## config.mk

```make
export PLATFORM = sky130hd
export DESIGN_NAME = gpio_port_mux
export DESIGN_NICKNAME = d
export VERILOG_FILES = /design/src/rtl/gpio_pkg.sv /design/src/rtl/gpio_sync.sv /design/src/rtl/gpio_pin_mux.sv /design/src/rtl/gpio_edge_flag.sv /design/src/rtl/gpio_port_mux.sv
export SDC_FILE = /design/constraint.sdc
export NUM_CORES = 1
export LEC_CHECK = 0
export ABC_AREA = 1
export CAP_MARGIN = 25
export CORE_ASPECT_RATIO = 1.2
export CORE_MARGIN = 1
export CORE_UTILIZATION = 39
export CTS_CLUSTER_SIZE = 10
export DETAILED_ROUTE_END_ITERATION = 8
export DONT_BUFFER_PORTS = 1
export PLACE_DENSITY = 0.54
export SYNTH_ARGS = -nofsm -noshare
export SYNTH_HDL_FRONTEND = slang
export SYNTH_SLANG_ARGS = --single-unit
```

## constraint.sdc

```tcl
create_clock -name clk -period 2.2 [get_ports clk]
set_clock_uncertainty 0.2 [all_clocks]
set_input_delay 0.55 -clock clk [delete_from_list [all_inputs] [get_ports clk]]
set_output_delay 0.55 -clock clk [all_outputs]
set_load 0.02 [all_outputs]
```

## src/rtl/gpio_pkg.sv

```systemverilog
package gpio_pkg;
   localparam int REG_AW = 3;

   typedef enum logic [REG_AW-1:0] {
      SEL_LEVEL  = 3'd0,
      SEL_DRIVE  = 3'd1,
      SEL_DIR    = 3'd2,
      SEL_RES    = 3'd3,
      SEL_FUNC   = 3'd4,
      SEL_IEN    = 3'd5,
      SEL_EDGE   = 3'd6,
      SEL_FLAG   = 3'd7
   } reg_sel_e;
endpackage

```

## src/rtl/gpio_sync.sv

```systemverilog
module gpio_sync #(
   parameter int W      = 8,
   parameter int STAGES = 2
) (
   input  logic         clk,
   input  logic         rst_n,
   input  logic [W-1:0] d,
   output logic [W-1:0] q
);
   logic [W-1:0] chain [STAGES];

   generate
      for (genvar s = 0; s < STAGES; s++) begin : g_stage
         if (s == 0) begin : g_first
            always_ff @(posedge clk or negedge rst_n)
               if (!rst_n) chain[s] <= '0;
               else        chain[s] <= d;
         end else begin : g_next
            always_ff @(posedge clk or negedge rst_n)
               if (!rst_n) chain[s] <= '0;
               else        chain[s] <= chain[s-1];
         end
      end
   endgenerate

   assign q = chain[STAGES-1];
endmodule

```

## src/rtl/gpio_pin_mux.sv

```systemverilog
module gpio_pin_mux #(
   parameter int NPINS = 8
) (
   input  logic [NPINS-1:0] drive_q,
   input  logic [NPINS-1:0] dir_q,
   input  logic [NPINS-1:0] res_q,
   input  logic [NPINS-1:0] func_q,
   input  logic [NPINS-1:0] periph_out,
   input  logic [NPINS-1:0] periph_oe,
   input  logic [NPINS-1:0] analog_dis,
   input  logic [NPINS-1:0] lvl_sync,
   output logic [NPINS-1:0] pad_oe,
   output logic [NPINS-1:0] pad_dout,
   output logic [NPINS-1:0] pad_pull_en,
   output logic [NPINS-1:0] lvl_masked,
   output logic [NPINS-1:0] io_mode
);
   generate
      for (genvar i = 0; i < NPINS; i++) begin : g_pin
         logic drv_req;
         logic drv_val;
         always_comb begin
            drv_req = func_q[i] ? periph_oe[i]  : dir_q[i];
            drv_val = func_q[i] ? periph_out[i] : drive_q[i];
         end
         assign pad_oe[i]      = drv_req & ~analog_dis[i];
         assign pad_dout[i]    = drv_req ? drv_val : drive_q[i];
         assign pad_pull_en[i] = res_q[i] & ~drv_req & ~analog_dis[i];
         assign lvl_masked[i]  = lvl_sync[i] & ~analog_dis[i];
         assign io_mode[i]     = ~func_q[i] & ~analog_dis[i];
      end
   endgenerate
endmodule

```

## src/rtl/gpio_edge_flag.sv

```systemverilog
module gpio_edge_flag #(
   parameter int NPINS = 8
) (
   input  logic             clk,
   input  logic             rst_n,
   input  logic [NPINS-1:0] lvl,
   input  logic [NPINS-1:0] io_mode,
   input  logic [NPINS-1:0] edge_q,
   input  logic             flag_we,
   input  logic [NPINS-1:0] flag_wdata,
   output logic [NPINS-1:0] flag_q
);
   logic [NPINS-1:0] prev_q;
   logic [NPINS-1:0] hit;
   logic [NPINS-1:0] flag_d;

   always_comb begin
      hit    = io_mode & ((~edge_q & lvl & ~prev_q) | (edge_q & ~lvl & prev_q));
      flag_d = (flag_we ? flag_wdata : flag_q) | hit;
   end

   always_ff @(posedge clk or negedge rst_n)
      if (!rst_n) begin
         prev_q <= '0;
         flag_q <= '0;
      end else begin
         prev_q <= lvl;
         flag_q <= flag_d;
      end
endmodule

```

## src/rtl/gpio_port_mux.sv

```systemverilog
module gpio_port_mux
   import gpio_pkg::*;
#(
   parameter int NPINS       = 8,
   parameter int SYNC_STAGES = 2
) (
   input  logic                clk,
   input  logic                rst_n,
   input  logic [REG_AW-1:0]   bus_addr,
   input  logic                bus_we,
   input  logic [NPINS-1:0]    bus_wdata,
   output logic [NPINS-1:0]    bus_rdata,
   input  logic [NPINS-1:0]    pad_in,
   output logic [NPINS-1:0]    pad_oe,
   output logic [NPINS-1:0]    pad_dout,
   output logic [NPINS-1:0]    pad_pull_en,
   input  logic [NPINS-1:0]    periph_out,
   input  logic [NPINS-1:0]    periph_oe,
   output logic [NPINS-1:0]    periph_in,
   input  logic [NPINS-1:0]    analog_dis,
   output logic [NPINS-1:0]    pin_irq,
   output logic                port_irq
);
   generate
      if (NPINS < 1) begin : g_bad_width
         $error("gpio_port_mux: NPINS must be at least 1");
      end
      if (SYNC_STAGES < 2) begin : g_bad_sync
         $error("gpio_port_mux: SYNC_STAGES must be at least 2");
      end
   endgenerate

   reg_sel_e         sel;
   logic [NPINS-1:0] drive_q, dir_q, res_q, func_q, ien_q, edge_q;
   logic [NPINS-1:0] flag_q;
   logic [NPINS-1:0] lvl_sync, lvl_masked, io_mode;
   logic             flag_we;

   assign sel     = reg_sel_e'(bus_addr);
   assign flag_we = bus_we && (sel == SEL_FLAG);

   always_ff @(posedge clk or negedge rst_n)
      if (!rst_n) begin
         drive_q <= '0;
         dir_q   <= '0;
         res_q   <= '0;
         func_q  <= '0;
         ien_q   <= '0;
         edge_q  <= '0;
      end else if (bus_we) begin
         case (sel)
            SEL_DRIVE: drive_q <= bus_wdata;
            SEL_DIR:   dir_q   <= bus_wdata;
            SEL_RES:   res_q   <= bus_wdata;
            SEL_FUNC:  func_q  <= bus_wdata;
            SEL_IEN:   ien_q   <= bus_wdata;
            SEL_EDGE:  edge_q  <= bus_wdata;
            default:   ;
         endcase
      end

   always_comb begin
      case (sel)
         SEL_LEVEL: bus_rdata = lvl_masked;
         SEL_DRIVE: bus_rdata = drive_q;
         SEL_DIR:   bus_rdata = dir_q;
         SEL_RES:   bus_rdata = res_q;
         SEL_FUNC:  bus_rdata = func_q;
         SEL_IEN:   bus_rdata = ien_q;
         SEL_EDGE:  bus_rdata = edge_q;
         default:   bus_rdata = flag_q;
      endcase
   end

   gpio_sync #(.W(NPINS), .STAGES(SYNC_STAGES)) u_sync (
      .clk (clk), .rst_n (rst_n), .d (pad_in), .q (lvl_sync)
   );

   gpio_pin_mux #(.NPINS(NPINS)) u_mux (
      .drive_q     (drive_q),
      .dir_q       (dir_q),
      .res_q       (res_q),
      .func_q      (func_q),
      .periph_out  (periph_out),
      .periph_oe   (periph_oe),
      .analog_dis  (analog_dis),
      .lvl_sync    (lvl_sync),
      .pad_oe      (pad_oe),
      .pad_dout    (pad_dout),
      .pad_pull_en (pad_pull_en),
      .lvl_masked  (lvl_masked),
      .io_mode     (io_mode)
   );

   gpio_edge_flag #(.NPINS(NPINS)) u_flag (
      .clk        (clk),
      .rst_n      (rst_n),
      .lvl        (lvl_sync),
      .io_mode    (io_mode),
      .edge_q     (edge_q),
      .flag_we    (flag_we),
      .flag_wdata (bus_wdata),
      .flag_q     (flag_q)
   );

   assign periph_in = lvl_masked;
   assign pin_irq   = flag_q & ien_q;
   assign port_irq  = |pin_irq;
endmodule

```

==> impl_metrics.tcl <==
set metrics [dict create \
    finalSetupViolCount 0 \
    cts_buffer_depth 2 \
    grt_remaining_overflow 0 \
    period_minus_slack_ps 2160 \
    hold_class "input pin to async pin" \
    setup_tns_ps 0 \
    drtPass1Iterations 4 \
    maxSlewHeadroom 0.695 \
    cap_viol_max_count 0 \
    die_w_um 97.5 \
    postRouteAntennaNets 0 \
    rows 41 \
    crit_family "simple AND/OR/NAND/NOR gates" \
    use_met3 0.0497 \
    netlist_area_um2 4270 \
    clk_pin_slew_ps 60 \
    drcViolationCount 0 \
    crit_arrival_ps 1410 \
    ys_seq_area_frac 0.469 \
    worstPathRequired_ps 1450 \
    crit_chain "nand2_2 -> nand4_1 -> or2_4" \
    grt_pass1_vias 3263 \
    synth_cell_types 26 \
    place_hpwl_um 7580 \
    drive_gt1_frac 0.201 \
    antenna_found_initial 0 \
    rr_worst_depth 3 \
    use_met2 0.338 \
    period_share 0.981 \
    max_freq_mhz 464 \
    end_kind "output pin" \
    violations "negative hold slack" \
    crit_path_start_kind "flip-flop" \
    root_buffer "clkbuf_16" \
    dieArea_um2 11400 \
    critPathSlowestCell "dfrtp_1" \
    p_per_area_nw_per_um2 974 \
    io_buffers 0 \
    ys_warn_count 0 \
    path_class "flip-flop to output pin" \
    postLayoutCoreUtil 0.450 \
    initial_core_util 0.404 \
    timing.hold.ws_ps -301 \
    htreeDepth 3 \
    synth.avg_cell_area_um2 8.68 \
    grt_pass1_wl_um 18000 \
    cts_tree "yes" \
    synth_seq_cells 80 \
    critPathMaxFanout 3 \
    p_leak_nw 2.38 \
    wl_um 11200 \
    synthXorXnorAreaFrac 0 \
    synthAdderAreaFrac 0 \
    place_area_um2 4360 \
    die_h_um 117 \
    final_net_count 543 \
    ir_drop_v 0.000438 \
    antenna_cells 0 \
    synth_top_family_by_area "simple AND/OR/NAND/NOR gates" \
    post_drt_wl_per_cell_um 17.7 \
    core-area_um2 10600 \
    clock-sinks 80 \
    finalWeightedCongestion 0.780 \
    vias_per_cell 5.34 \
    tightest_slew_ps 459 \
    io_pins 95 \
    muxShareOfSynthArea 0.0211 \
    final_hold_viol_count 80 \
    rsz0062_at_grt "no" \
    critPathBufInv 0 \
    grt_max_degree 81 \
    syn-num-nets 538 \
    synth_cells 492 \
    final_area_um2 4760 \
    syn_to_final_growth_pct 11.5 \
    clk_latency_ps 350 \
    crit_cells 3 \
    fillCellCount 1037 \
    slew_viol_final 0 \
    cts_buffers 9 \
    grt_util_all_layers 0.211 \
    synth_compound_area_frac 0.115 \
    drt_iter0_drc 197 \
    vias 3370 \
    max_stage_delay_ps 410 \
    met1_usage 0.276 \
    top_usage_layer "met2" \
    yosys.area_share.simple 0.312 \
    status "finished with violations" \
]
-- power by group --
group          total (W)  internal [W]  switching, W
logic           0.000873      0.000303      0.000570
registers        0.00191       0.00169      0.000217
clock network    0.00186       0.00125      0.000601
total            0.00463       0.00325       0.00139
-- path summary, 6_finish.rpt --
path | slack (ps) | to | startpoint
max in group asynchronous | 1990 | u_flag.prev_q[2] | rst_n
max reg2reg | 1130 | u_flag.flag_q[4] | edge_q[4]
max | 40 | port_irq | ien_q[0]
min reg2reg | 150 | u_sync.q[4] | u_sync.chain[12]
min | -300 | func_q[4] | rst_n
min in group clk | 30 | u_sync.chain[14] | pad_in[6]
-- layout make-up --
class	instances	area [µm²]	area share
clock buffers	11	243	0.0510
clock inverters	5	128	0.0268
inverters	53	211	0.0444
multi-input cells	343	1940	0.407
flip-flops and latches	80	2000	0.421
well taps	129	161	0.0339
repair buffers	10	75.1	0.0158
-- state kept, by name, indices dropped and copies added, names as in the netlist --
| signal | flops |
|---|---|
| res_q | 8 |
| drive_q | 8 |
| u_flag.flag_q | 8 |
| u_flag.prev_q | 8 |
| func_q | 8 |
| u_sync.chain | 8 |
| dir_q | 8 |
| ien_q | 8 |
| edge_q | 8 |
| u_sync.q | 8 |
-- placed cells by master (no fill, tap or decap), types with 3 or more instances in the layout --
cell / synthesis / routed
o21ai_2: 40 / 40
inv_4: 3 / 3
nor2_8: 3 / 3
nand2_1: 137 / 135
o21bai_1: 7 / 7
dfrtp_1: 80 / 80
mux2_2: 8 / 8
nor2_1: 32 / 32
clkbuf_16: 0 / 9
nand3_1: 49 / 47
o21ai_1: 8 / 8
bufinv_16: 0 / 4
inv_1: 48 / 48
nand4_1: 33 / 33
a21oi_1: 8 / 8
buf_4: 3 / 10
nand2_2: 7 / 8
nand3_4: 6 / 6
-- Yosys cell counts --
library cell / count / area, µm²
inv_2: 1 / 3.75
or2_2: 1 / 6.26
buf_1: 2 / 7.51
nand4_4: 1 / 21.3
o21ai_0: 2 / 10.0
clkinv_4: 1 / 8.76
inv_4: 3 / 18.8
dfrtp_1: 80 / 2000
inv_1: 48 / 180
nand2_2: 7 / 43.8
nand2_1: 137 / 514
a21oi_1: 8 / 40.0
nand2_4: 1 / 11.3
nand3_4: 6 / 105
mux2_2: 8 / 90.1
nor2_1: 32 / 120
nand3_1: 49 / 245
o21bai_1: 7 / 52.6
buf_2: 1 / 5.00
clkbuf_1: 1 / 3.75
o21ai_1: 8 / 40.0
buf_6: 9 / 101
nand4_1: 33 / 206
nor2_8: 3 / 60.1
o21ai_2: 40 / 350
buf_4: 3 / 22.5
-- kinds of logic (layout without fill, tap and decap cells) --
family / Yosys count / count (layout)
buf+inv: 69 / 79
simple gates: 270 / 270
compound gates: 65 / 65
flops: 80 / 80
mux: 8 / 8
-- per-layer routing --
| layer | share of wire | wire length (µm) | vias up |
|---|---|---|---|
| met4 | 0.017 | 186 | 0 |
| met3 | 0.057 | 641 | 16 |
| li1 | - | - | 1658 |
| met5 | 0 | 0 | - |
| met1 | 0.45 | 5040 | 1605 |
| met2 | 0.48 | 5310 | 91 |
-- metrics by stage --
step	hold WS [ps]	setup WS (ps)	cells	power (W)
after CTS	-309	11.1	630	0.00466
after detailed placement	58.2	30.8	614	0.00279
after global placement	57.5	64.0	614	0.00278
after floorplan	54.4	33.1	492	0.00261
after global routing	-311	0.243	631	0.00485
final	-301	42.6	631	0.00463
-- what timing repair did --
item                                    4_1_cts  5_1_grt
endpoints found under the setup margin        1        7
setup buffers                                 0        1
hold endpoints to repair                     80       80
pin swaps                                     1        3
resized for setup                             1        5
No activity file was read; power rests on OpenSTA's default activity.
